==> src/rtl/spiw_pkg.sv <==
package spiw_pkg;
  localparam int unsigned BYTE_W = 8;
  localparam logic [7:0] MARKER = 8'hAA;

  localparam logic [7:0] ADR_GAP      = 8'hD0;
  localparam logic [7:0] ADR_PON      = 8'hE0;
  localparam logic [7:0] ADR_POFF_HI  = 8'hE1;
  localparam logic [7:0] ADR_POFF_LO  = 8'hE2;
  localparam logic [7:0] ADR_DLY_HI   = 8'hE3;
  localparam logic [7:0] ADR_DLY_LO   = 8'hE4;
  localparam logic [7:0] ADR_ACQ_HI   = 8'hE5;
  localparam logic [7:0] ADR_ACQ_LO   = 8'hE6;
  localparam logic [7:0] ADR_PER_HI   = 8'hE7;
  localparam logic [7:0] ADR_PER_MID  = 8'hE8;
  localparam logic [7:0] ADR_PER_LO   = 8'hE9;
  localparam logic [7:0] ADR_TRIG     = 8'hEA;
  localparam logic [7:0] ADR_MODE     = 8'hEB;
  localparam logic [7:0] ADR_DAC      = 8'hEC;
  localparam logic [7:0] ADR_DIV      = 8'hED;
  localparam logic [7:0] ADR_CYC      = 8'hEE;
  localparam logic [7:0] ADR_PRST     = 8'hEF;

  localparam logic [7:0]  DEF_PON  = 8'h14;
  localparam logic [7:0]  DEF_GAP  = 8'h0A;
  localparam logic [15:0] DEF_POFF = 16'h00C8;
  localparam logic [15:0] DEF_DLY  = 16'h02BC;
  localparam logic [15:0] DEF_ACQ  = 16'h32C8;
  localparam logic [23:0] DEF_PER  = 24'h0186A0;
  localparam logic [7:0]  DEF_DAC  = 8'h11;
  localparam logic [7:0]  DEF_DIV  = 8'h03;
  localparam logic [7:0]  DEF_CYC  = 8'h0A;

  typedef enum logic [1:0] {
    SEQ_IDLE = 2'd0,
    SEQ_ADDR = 2'd1,
    SEQ_DATA = 2'd2
  } seq_state_e;
endpackage

==> src/rtl/spiw_sync.sv <==
module spiw_sync #(
  parameter int unsigned WIDTH = 3,
  parameter int unsigned STAGES = 2,
  parameter logic [WIDTH-1:0] RST_VAL = '0
) (
  input  logic             clk,
  input  logic             rst_n,
  input  logic [WIDTH-1:0] d_i,
  output logic [WIDTH-1:0] q_o
);
  logic [WIDTH-1:0] stg [STAGES];

  for (genvar s = 0; s < STAGES; s++) begin : g_stage
    always_ff @(posedge clk or negedge rst_n) begin
      if (!rst_n) begin
        stg[s] <= RST_VAL;
      end else if (s == 0) begin
        stg[s] <= d_i;
      end else begin
        stg[s] <= stg[(s == 0) ? 0 : s-1];
      end
    end
  end

  assign q_o = stg[STAGES-1];
endmodule

==> src/rtl/spiw_deframer.sv <==
module spiw_deframer #(
  parameter int unsigned BYTE_W = 8
) (
  input  logic              clk,
  input  logic              rst_n,
  input  logic              sck_s,
  input  logic              mosi_s,
  input  logic              csn_s,
  output logic [BYTE_W-1:0] byte_o,
  output logic              byte_vld_o
);
  localparam int unsigned CNT_W = $clog2(BYTE_W + 2);
  localparam logic [CNT_W-1:0] CNT_FULL = CNT_W'(BYTE_W);
  localparam logic [CNT_W-1:0] CNT_OVER = CNT_W'(BYTE_W + 1);

  logic              sck_q;
  logic              csn_q;
  logic [BYTE_W-1:0] shreg;
  logic [CNT_W-1:0]  cnt;
  logic              sck_rise;
  logic              frame_end;

  assign sck_rise  = sck_s & ~sck_q;
  assign frame_end = csn_s & ~csn_q;

  always_ff @(posedge clk or negedge rst_n) begin
    if (!rst_n) begin
      sck_q      <= 1'b0;
      csn_q      <= 1'b1;
      shreg      <= '0;
      cnt        <= '0;
      byte_o     <= '0;
      byte_vld_o <= 1'b0;
    end else begin
      sck_q      <= sck_s;
      csn_q      <= csn_s;
      byte_vld_o <= frame_end && (cnt == CNT_FULL);
      if (frame_end) begin
        byte_o <= shreg;
      end
      if (csn_s) begin
        cnt <= '0;
      end else if (sck_rise) begin
        shreg <= {shreg[BYTE_W-2:0], mosi_s};
        if (cnt != CNT_OVER) begin
          cnt <= cnt + 1'b1;
        end
      end
    end
  end
endmodule

==> src/rtl/spiw_seq.sv <==
module spiw_seq
  import spiw_pkg::*;
#(
  parameter int unsigned BYTE_W = 8,
  parameter logic [BYTE_W-1:0] MARK = BYTE_W'(MARKER)
) (
  input  logic              clk,
  input  logic              rst_n,
  input  logic [BYTE_W-1:0] byte_i,
  input  logic              byte_vld_i,
  output logic              wr_en_o,
  output logic [BYTE_W-1:0] wr_addr_o,
  output logic [BYTE_W-1:0] wr_data_o
);
  seq_state_e        state;
  logic [BYTE_W-1:0] addr_q;

  always_ff @(posedge clk or negedge rst_n) begin
    if (!rst_n) begin
      state     <= SEQ_IDLE;
      addr_q    <= '0;
      wr_en_o   <= 1'b0;
      wr_addr_o <= '0;
      wr_data_o <= '0;
    end else begin
      wr_en_o <= 1'b0;
      if (byte_vld_i) begin
        unique case (state)
          SEQ_IDLE: begin
            if (byte_i == MARK) begin
              state <= SEQ_ADDR;
            end
          end
          SEQ_ADDR: begin
            addr_q <= byte_i;
            state  <= SEQ_DATA;
          end
          SEQ_DATA: begin
            wr_en_o   <= 1'b1;
            wr_addr_o <= addr_q;
            wr_data_o <= byte_i;
            state     <= SEQ_IDLE;
          end
          default: state <= SEQ_IDLE;
        endcase
      end
    end
  end
endmodule

==> src/rtl/spiw_regfile.sv <==
module spiw_regfile
  import spiw_pkg::*;
#(
  parameter int unsigned GAIN_N = 41,
  parameter int unsigned GAIN_BASE = 16
) (
  input  logic                  clk,
  input  logic                  rst_n,
  input  logic                  wr_en_i,
  input  logic [7:0]            wr_addr_i,
  input  logic [7:0]            wr_data_i,
  output logic [7:0]            pon_len_o,
  output logic [7:0]            gap_len_o,
  output logic [15:0]           poff_len_o,
  output logic [15:0]           acq_delay_o,
  output logic [15:0]           acq_len_o,
  output logic [23:0]           period_o,
  output logic                  cont_mode_o,
  output logic [7:0]            dac_level_o,
  output logic [7:0]            adc_div_o,
  output logic [7:0]            cycle_cnt_o,
  output logic                  sw_trig_o,
  output logic                  ptr_reset_o,
  output logic [GAIN_N*8-1:0]   gain_curve_o
);
  always_ff @(posedge clk or negedge rst_n) begin
    if (!rst_n) begin
      pon_len_o   <= DEF_PON;
      gap_len_o   <= DEF_GAP;
      poff_len_o  <= DEF_POFF;
      acq_delay_o <= DEF_DLY;
      acq_len_o   <= DEF_ACQ;
      period_o    <= DEF_PER;
      cont_mode_o <= 1'b0;
      dac_level_o <= DEF_DAC;
      adc_div_o   <= DEF_DIV;
      cycle_cnt_o <= DEF_CYC;
      sw_trig_o   <= 1'b0;
      ptr_reset_o <= 1'b0;
    end else begin
      sw_trig_o   <= wr_en_i && (wr_addr_i == ADR_TRIG) && wr_data_i[0];
      ptr_reset_o <= wr_en_i && (wr_addr_i == ADR_PRST) && wr_data_i[0];
      if (wr_en_i) begin
        case (wr_addr_i)
          ADR_PON:     pon_len_o         <= wr_data_i;
          ADR_GAP:     gap_len_o         <= wr_data_i;
          ADR_POFF_HI: poff_len_o[15:8]  <= wr_data_i;
          ADR_POFF_LO: poff_len_o[7:0]   <= wr_data_i;
          ADR_DLY_HI:  acq_delay_o[15:8] <= wr_data_i;
          ADR_DLY_LO:  acq_delay_o[7:0]  <= wr_data_i;
          ADR_ACQ_HI:  acq_len_o[15:8]   <= wr_data_i;
          ADR_ACQ_LO:  acq_len_o[7:0]    <= wr_data_i;
          ADR_PER_HI:  period_o[23:16]   <= wr_data_i;
          ADR_PER_MID: period_o[15:8]    <= wr_data_i;
          ADR_PER_LO:  period_o[7:0]     <= wr_data_i;
          ADR_MODE:    cont_mode_o       <= wr_data_i[0];
          ADR_DAC:     dac_level_o       <= wr_data_i;
          ADR_DIV:     adc_div_o         <= wr_data_i;
          ADR_CYC:     cycle_cnt_o       <= wr_data_i;
          default: ;
        endcase
      end
    end
  end

  for (genvar gi = 0; gi < GAIN_N; gi++) begin : g_gain
    localparam int unsigned ENTRY_ADR = GAIN_BASE + gi;
    always_ff @(posedge clk or negedge rst_n) begin
      if (!rst_n) begin
        gain_curve_o[8*gi +: 8] <= 8'h00;
      end else if (wr_en_i && (wr_addr_i == ENTRY_ADR[7:0])) begin
        gain_curve_o[8*gi +: 8] <= wr_data_i;
      end
    end
  end
endmodule

==> src/rtl/spi_cfg_writer.sv <==
module spi_cfg_writer
  import spiw_pkg::*;
#(
  parameter int unsigned GAIN_N = 41,
  parameter int unsigned GAIN_BASE = 16,
  parameter int unsigned SYNC_STAGES = 2
) (
  input  logic                clk,
  input  logic                rst_n,
  input  logic                spi_sck_i,
  input  logic                spi_mosi_i,
  input  logic                spi_csn_i,
  output logic [7:0]          pon_len_o,
  output logic [7:0]          gap_len_o,
  output logic [15:0]         poff_len_o,
  output logic [15:0]         acq_delay_o,
  output logic [15:0]         acq_len_o,
  output logic [23:0]         period_o,
  output logic                cont_mode_o,
  output logic [7:0]          dac_level_o,
  output logic [7:0]          adc_div_o,
  output logic [7:0]          cycle_cnt_o,
  output logic                sw_trig_o,
  output logic                ptr_reset_o,
  output logic [GAIN_N*8-1:0] gain_curve_o
);
  logic [2:0]        pins_s;
  logic [BYTE_W-1:0] byte_dat;
  logic              byte_vld;
  logic              wr_en;
  logic [7:0]        wr_addr;
  logic [7:0]        wr_data;

  spiw_sync #(
    .WIDTH   (3),
    .STAGES  (SYNC_STAGES),
    .RST_VAL (3'b100)
  ) u_sync (
    .clk   (clk),
    .rst_n (rst_n),
    .d_i   ({spi_csn_i, spi_mosi_i, spi_sck_i}),
    .q_o   (pins_s)
  );

  spiw_deframer #(.BYTE_W(BYTE_W)) u_deframe (
    .clk        (clk),
    .rst_n      (rst_n),
    .sck_s      (pins_s[0]),
    .mosi_s     (pins_s[1]),
    .csn_s      (pins_s[2]),
    .byte_o     (byte_dat),
    .byte_vld_o (byte_vld)
  );

  spiw_seq #(.BYTE_W(BYTE_W)) u_seq (
    .clk        (clk),
    .rst_n      (rst_n),
    .byte_i     (byte_dat),
    .byte_vld_i (byte_vld),
    .wr_en_o    (wr_en),
    .wr_addr_o  (wr_addr),
    .wr_data_o  (wr_data)
  );

  spiw_regfile #(
    .GAIN_N    (GAIN_N),
    .GAIN_BASE (GAIN_BASE)
  ) u_regs (
    .clk          (clk),
    .rst_n        (rst_n),
    .wr_en_i      (wr_en),
    .wr_addr_i    (wr_addr),
    .wr_data_i    (wr_data),
    .pon_len_o    (pon_len_o),
    .gap_len_o    (gap_len_o),
    .poff_len_o   (poff_len_o),
    .acq_delay_o  (acq_delay_o),
    .acq_len_o    (acq_len_o),
    .period_o     (period_o),
    .cont_mode_o  (cont_mode_o),
    .dac_level_o  (dac_level_o),
    .adc_div_o    (adc_div_o),
    .cycle_cnt_o  (cycle_cnt_o),
    .sw_trig_o    (sw_trig_o),
    .ptr_reset_o  (ptr_reset_o),
    .gain_curve_o (gain_curve_o)
  );
endmodule

==> config.mk <==
export PLATFORM = sky130hd
export DESIGN_NAME = spi_cfg_writer
export DESIGN_NICKNAME = d
export VERILOG_FILES = /design/src/rtl/spiw_pkg.sv /design/src/rtl/spiw_sync.sv /design/src/rtl/spiw_deframer.sv /design/src/rtl/spiw_seq.sv /design/src/rtl/spiw_regfile.sv /design/src/rtl/spi_cfg_writer.sv
export SDC_FILE = /design/constraint.sdc
export NUM_CORES = 1
export LEC_CHECK = 0
export ABC_CLOCK_PERIOD_IN_PS = 3100
export BUFFER_PORTS_ARGS = -buffer_cell sky130_fd_sc_hd__buf_2
export CAP_MARGIN = 10
export CORE_ASPECT_RATIO = 0.5
export CORE_UTILIZATION = 45
export CTS_CLUSTER_SIZE = 10
export DETAILED_ROUTE_END_ITERATION = 10
export PLACE_DENSITY_LB_ADDON = 0.1
export SYNTH_ARGS = -nofsm -noshare
export SYNTH_HDL_FRONTEND = slang
export SYNTH_HIERARCHICAL = 1
export SYNTH_SLANG_ARGS = --single-unit
==> constraint.sdc <==
create_clock -name clk -period 3.1 [get_ports clk]
set_input_delay 0.155 -clock clk [delete_from_list [all_inputs] [get_ports clk]]
set_output_delay 0.155 -clock clk [all_outputs]
set_load 0.02 [all_outputs]
==> results of run 1 <==
==> power breakdown <==
group,total [W],internal (W),switching (W)
registers,0.00670,0.00661,0.0000900
logic,0.000269,0.000104,0.000165
clock network,0.00575,0.00326,0.00249
==> state kept, by name (all words and copies together) (netlist names), 8 cells and up <==
signal	flops
u_regs/pon_len_o	8
u_regs/adc_div_o	8
u_seq/wr_data_o	8
u_regs/gain_curve_o	328
u_regs/period_o	24
u_regs/dac_level_o	8
u_regs/acq_delay_o	16
u_regs/acq_len_o	16
u_deframe/byte_o	8
u_regs/gap_len_o	8
u_seq/addr_q	8
u_regs/poff_len_o	16
u_seq/wr_addr_o	8
u_deframe/shreg	8
u_regs/cycle_cnt_o	8
==> per-layer routing <==
metal  share of wire (%)  wire length, µm  vias up  global-route usage [%]
met5                   0                0        -                       0
met4                 2.2             1115        0                   5.851
met3                 5.2             2704       82                   4.842
met2                  50            25740      287                   39.47
met1                  43            22190     6229                   31.22
li1                    -                -     5162                       -
==> cell families after synthesis <==
family,after synthesis,synth area share (%)
buffers and inverters,79,1.793
DFF,499,64.37
muxes,483,28.11
adders and majority gates,3,0.1929
and+or+nand+nor,112,5.291
AOI/OAI and AO/OA,6,0.2379
==> path summary, 6_finish.rpt <==
check | start | end | slack, ns | cells past startpoint
hold / removal | rst_n | u_regs/gain_curve_o[129]$_DFFE_PN0P_ | 0.15 | 2
hold reg to reg | u_sync/stg[5]$_DFF_PN1_ | u_sync/q_o[2]$_DFF_PN1_ | 0.35 | 0
setup reg to reg | u_seq/wr_addr_o[0]$_DFFE_PN0P_ | u_regs/acq_delay_o[14]$_DFFE_PN0P_ | 0.60 | 3
setup / recovery | u_seq/wr_addr_o[0]$_DFFE_PN0P_ | u_regs/acq_delay_o[14]$_DFFE_PN0P_ | 0.60 | 3
min in group clk | spi_mosi_i | u_sync/stg[4]$_DFF_PN0_ | 0.24 | 2
max in group asynchronous | rst_n | u_regs/gain_curve_o[206]$_DFFE_PN0P_ | 1.95 | 4
==> metrics by stage <==
step / power (W) / utilization, % / hold slack [ns] / std cells / setup WS, ns
6_report: 0.01273 / 56.73 / 0.1473 / 2251 / 0.5974
5_1_grt: 0.01324 / 56.73 / 0.1579 / 2251 / 0.4555
4_1_cts: 0.01291 / 56.73 / 0.1372 / 2251 / 0.6149
3_5_place_dp: 0.007092 / 53.06 / 0.1543 / 2159 / 0.6334
3_3_place_gp: 0.007073 / 53.06 / 0.1384 / 2159 / 0.7177
2_1_floorplan: 0.006884 / - / -0.1406 / 1182 / 1.208
==> area by class of cell <==
type,instances,area [µm²]
Clock buffer,85,1489
Clock inverter,3,26.28
Fill cell,3493,18310
Inverter,5,18.77
Multi-Input combinational cell,604,6593
Sequential cell,499,12540
Tap cell,577,721.9
Timing Repair Buffer,478,2615
==> synthesized netlist by cell type, drive strengths merged <==
cell type and n:
or3 1, nand3b 3, nor3b 2, clkbuf 49, nor4 1, buf 25
nor2 5, and4bb 6, o41ai 1, o21ai 2, nor4b 4, or4 1
or4b 5, dfstp 34, nand2 4, nor3 21, a21oi 2, nand4b 1
mux2 482, and4 1, nand2b 4, nor2b 3, inv 5, ha 3
a32o 1, nand3 36, dfrtp 465, or3b 1, mux2i 1, nand4bb 4
and4b 4, nand4 1, and3 4
==> critical path, cell delays in order (launching register included) <==
cell	delay, ns
dfrtp_1	0.94
nand4bb_1	0.39
nor3_2	0.62
mux2_2	0.42
==> placed cells by master, fill, tap and decap left out, types with 3 or more instances in the layout <==
cell type      Yosys  routed
nand2b_1           3       3
clkbuf_16          0      55
nand2_1            4       4
inv_6              0       3
ha_1               3       3
and3_1             3       3
buf_4              5      17
dfrtp_2            0       8
nor3_4            18      18
dfstp_2           34      34
nor2_1             3       3
nand4bb_1          4       4
inv_1              4       4
mux2_1             5       5
dlygate4sd3_1      0       4
clkbuf_1          49      30
buf_2              9     446
nor3_2             3       3
nand3_1           35      35
mux2_2           468     468
nor4b_2            4       4
mux2_4             9       9
and4bb_2           4       4
dfrtp_1          465     457
and4b_1            4       4
or4b_4             3       3
buf_12             0      10
==> repair_timing <==
item                                    4_1_cts  5_1_grt
endpoints found under the setup margin        0        0
endpoints found under the hold margin       110        0
gates resized for setup                       0        0
hold buffers                                  4        0
==> impl_metrics.py, run 1 <==
metrics = {
    "outcome": {
        "status": "complete, no violations",
    },
    "die": {
        "io_pins": 448,
        "dieHeight_um": 149.1,
        "dieArea_mm2": 0.04414,
        "start_util_pct": 46.00,
        "rows": 53,
        "core_mm2": 0.04231,
        "die_w_um": 296.1,
    },
    "drt": {
        "vias": 11760,
        "route.detailed.drc": 0,
        "drt-wirelength-per-cell_um": 22.99,
        "viasPerCell": 5.224,
        "dr.pass1.iters": 5,
        "drt_iter0_drc": 535,
        "ant_nets": 0,
        "routed_wirelength_um": 51750,
    },
    "placement": {
        "place_area_mm2": 0.02245,
        "gp_congestion": 0.8066,
        "io_buffers": 447,
        "dpl.hpwl_um": 35100,
    },
    "synthesis": {
        "synth-warning-count": 6,
        "ys_ff_latch": 499,
        "synth-seq-area-share_pct": 64.37,
        "syn_inst": 1182,
        "syn_nets": 1190,
        "synth_top_area_share_pct": 59.78,
        "yosys.cell_types.count": 49,
        "synth.avg_cell_area_um2": 16.47,
        "netlist_area_mm2": 0.01946,
        "synth_area_leaders": "dfrtp_1 (60%), mux2_2 (27%), dfstp_2 (4.6%), nor3_4 (1.5%), clkbuf_1 (0.94%)",
        "yosysTopAreaCell": "dfrtp_1",
    },
    "grt": {
        "antenna_found_initial": 0,
        "grt_max_degree": 91,
        "gr-total-overflow": 0,
        "grt_pass1_wl_um": 78030,
        "grt_util_all_layers_pct": 23.48,
        "grt_pass1_vias": 12324,
    },
    "pwr": {
        "power_density_mw_per_mm2": 530.2,
        "p_leak_nw": 13.51,
        "peakVddDrop_uv": 339.8,
    },
    "cts": {
        "htree_levels": 2,
        "clk_latency_ns": 0.58,
        "clkTransAtPathRegs_ns": 0.06,
        "clock_path_buffers": 3,
        "cts-buffers-inserted": 55,
        "cts_tree": "yes",
        "post_cts_buffers": 0,
        "root_buffer": "clkbuf_16",
        "cts_num_sinks": 499,
    },
    "finish": {
        "design_area_mm2": 0.02400,
        "layout-drive-gt1-share_pct": 65.47,
        "synthToLayoutAreaGrowth_pct": 23.32,
        "fin_nets": 1651,
        "n_antenna_cell": 0,
    },
    "flow_run": {
        "drv_cap": 0,
    },
    "setup_path": {
        "cp_data_arrival_time_ns": 2.96,
        "cp.required_ns": 3.55,
        "start_kind": "flop",
        "cp-end-kind": "flop",
        "crit_path_max_fanout": 26,
        "crit_type": "reg2reg",
    },
    "timing": {
        "min_period_ns": 2.503,
        "setup_viol": 0,
        "rsz0062_at_grt": "false",
        "skew_ns": 0.01834,
        "period_share_pct": 80.73,
        "final_hold_viol_count": 0,
        "max_freq_mhz": 399.6,
        "worst_slew_pin_slew_ns": 1.039,
        "slew_violations": 0,
        "fin_setup_tns_ns": 0,
        "slew-limit-headroom_pct": 30.76,
    },
    "hold_path": {
        "hold_class": "in2async",
    },
}
No activity file was read; power rests on OpenSTA's default activity.
==> inputs of run 2 (changes only) <==
--- a/config.mk
+++ b/config.mk
@@ -5,7 +5,7 @@
 export SDC_FILE = /design/constraint.sdc
 export NUM_CORES = 1
 export LEC_CHECK = 0
-export ABC_CLOCK_PERIOD_IN_PS = 3100
+export ABC_CLOCK_PERIOD_IN_PS = 2150
 export BUFFER_PORTS_ARGS = -buffer_cell sky130_fd_sc_hd__buf_2
 export CAP_MARGIN = 10
 export CORE_ASPECT_RATIO = 0.5
==> constraint.sdc (replaced) <==
create_clock -name clk -period 2.15 [get_ports clk]
set_input_delay 0.1075 -clock clk [delete_from_list [all_inputs] [get_ports clk]]
set_output_delay 0.1075 -clock clk [all_outputs]
set_load 0.02 [all_outputs]
==> run 2 against run 1 <==
Against the previous run:
- combinational power grew 46%
- hold slack worse by 0.065 ns
- clock power is 45% higher
- via count rose by 1.0%
- highest routed layer unchanged
- largest cell class unchanged
- non-clock buffer count rose by 40
- global-route usage increased by 0.51 points
==> impl_metrics.py, run 2 (synthesized netlist as in run 1, its figures left out) <==
metrics = {
    "timing": {
        "final_hold_viol_count": 0,
        "fin_setup_tns_ns": 0,
        "period_share_pct": 97.16,
        "worst_slew_pin_slew_ns": 0.6651,
        "max_freq_mhz": 478.7,
        "finalWorstSetupSlack_ns": 0.06100,
        "min_period_ns": 2.089,
        "slew_violations": 0,
        "rsz0062_at_grt": "true",
        "skew_ns": 0.01897,
        "setup_viol": 0,
        "slew-limit-headroom_pct": 55.66,
    },
    "grt": {
        "grt_util_all_layers_pct": 23.99,
        "gr-total-overflow": 0,
        "grt_pass1_wl_um": 79770,
        "grt_max_degree": 88,
        "grt_pass1_vias": 12708,
        "antenna_found_initial": 0,
    },
    "setup_path": {
        "crit_type": "reg2reg",
        "r2r-start": "u_seq/wr_addr_o[0]$_DFFE_PN0P_",
        "cp.required_ns": 2.60,
        "r2r_cells": 3,
        "cp-end-kind": "flop",
        "r2r-end": "u_regs/acq_delay_o[6]$_DFFE_PN0P_",
        "crit_path_max_fanout": 10,
        "cp_data_arrival_time_ns": 2.54,
        "reg2reg_slack_ns": 0.06,
        "start_kind": "flop",
    },
    "cts": {
        "clk_latency_ns": 0.57,
        "clock_path_buffers": 3,
        "cts-buffers-inserted": 55,
        "htree_levels": 2,
        "cts_tree": "yes",
        "clkTransAtPathRegs_ns": 0.06,
        "root_buffer": "clkbuf_16",
        "cts_num_sinks": 499,
    },
    "finish": {
        "mostFrequentLayoutCells": "mux2_2 (468), dfrtp_1 (457), buf_2 (446)",
        "n_antenna_cell": 0,
        "design_area_mm2": 0.02448,
        "utilization_pct": 57.85,
        "synthToLayoutAreaGrowth_pct": 25.75,
        "layout-drive-gt1-share_pct": 66.84,
        "fin_nets": 1691,
        "largest_reg_flops": 328,
        "fin_cells": 2290,
        "top_regs": "u_regs/gain_curve_o: 328 flops, u_regs/period_o: 24 flops",
        "final_common_cell": "mux2_2",
        "fillers": 3431,
        "top_register": "u_regs/gain_curve_o",
    },
    "flow_run": {
        "drv_cap": 0,
    },
    "outcome": {
        "status": "complete, no violations",
    },
    "placement": {
        "io_buffers": 447,
        "place_area_mm2": 0.02281,
        "dp_slack_ns": 0.02366,
        "dpl.cell_count": 2197,
        "gp_congestion": 0.8336,
        "dpl.hpwl_um": 35980,
    },
    "pwr": {
        "p_leak_nw": 13.73,
        "peakVddDrop_uv": 586.1,
        "power_density_mw_per_mm2": 750.5,
    },
    "die": {
        "die_w_um": 296.1,
        "dieHeight_um": 149.1,
        "io_pins": 448,
        "start_util_pct": 46.00,
        "rows": 53,
        "dieArea_mm2": 0.04414,
        "core_mm2": 0.04231,
    },
    "drt": {
        "routed_wirelength_um": 52910,
        "ant_nets": 0,
        "vias": 11882,
        "drt_iter0_drc": 519,
        "route.detailed.drc": 0,
        "viasPerCell": 5.189,
        "dr.pass1.iters": 4,
        "drt-wirelength-per-cell_um": 23.11,
    },
    "hold_path": {
        "hold_class": "in2async",
    },
}
==> run 2: cell types whose count changed in the layout (fill, tap and decap cells not counted), sizes merged <==
cell / delta
buf: +40
inv: -3
clkbuf: +2
==> run 2: repair_timing <==
action	CTS	global route
buffers inserted	0	2
hold endpoints to repair	138	0
hold buffers	4	0
setup endpoints to repair	0	61
gates resized for setup	0	10
==> run 2: worst max-delay path: stages, from the launching register on <==
cell and delay (ns):
dfrtp_1 0.48, or4b_1 0.70, nor3_4 0.39, mux2_2 0.39
==> run 2: report_power, final <==
part | internal, W | total [W] | switching [W] | leakage, nW
Combinational | 0.000154 | 0.000394 | 0.000240 | 6.19
Sequential | 0.00954 | 0.00967 | 0.000129 | 6.80
Clock | 0.00482 | 0.00831 | 0.00349 | 0.738
==> run 2: metrics by stage <==
stage | power [W] | hold WS (ns)
2_1_floorplan | 0.009926 | -0.1881
3_3_place_gp | 0.01021 | 0.09145
3_5_place_dp | 0.01024 | 0.09814
4_1_cts | 0.01863 | 0.1049
5_1_grt | 0.01913 | 0.1042
6_report | 0.01837 | 0.08185
==> run 2: worst max path at each step <==
stage                                         startpoint                              endpoint  slack [ns]  cells after the start
final                     u_seq/wr_addr_o[0]$_DFFE_PN0P_     u_regs/acq_delay_o[6]$_DFFE_PN0P_        0.06                      3
after global routing      u_seq/wr_addr_o[0]$_DFFE_PN0P_        u_regs/period_o[0]$_DFFE_PN0P_       -0.02                      4
after CTS                 u_seq/wr_addr_o[0]$_DFFE_PN0P_  u_regs/gain_curve_o[294]$_DFFE_PN0P_        0.01                      3
after detailed placement  u_seq/wr_addr_o[0]$_DFFE_PN0P_  u_regs/gain_curve_o[294]$_DFFE_PN0P_        0.02                      3
after global placement    u_seq/wr_addr_o[0]$_DFFE_PN0P_       u_regs/gap_len_o[0]$_DFFE_PN0P_        0.11                      3
after floorplan           u_seq/wr_addr_o[2]$_DFFE_PN0P_  u_regs/gain_curve_o[320]$_DFFE_PN0P_        0.26                      4
==> run 2: layer usage <==
layer  routed length [µm]  global-route usage (%)  part of all wire [%]  vias up
met2                26140                   39.74                    49      277
met3                 2791                   5.095                   5.3       82
li1                     -                       -                     -     5223
met4                 1063                   5.902                   2.0        0
met5                    0                       0                     0        -
met1                22920                   32.35                    43     6300
==> run 2: layout make-up <==
class                           instances  area [µm²]  share of cell area, %
Sequential cell                       499       12540                  51.23
Tap cell                              577       721.9                  2.950
Multi-Input combinational cell        604        6641                  27.13
Timing Repair Buffer                  518        3015                  12.32
Clock buffer                           87        1539                  6.288
Inverter                                5       18.77                0.07668
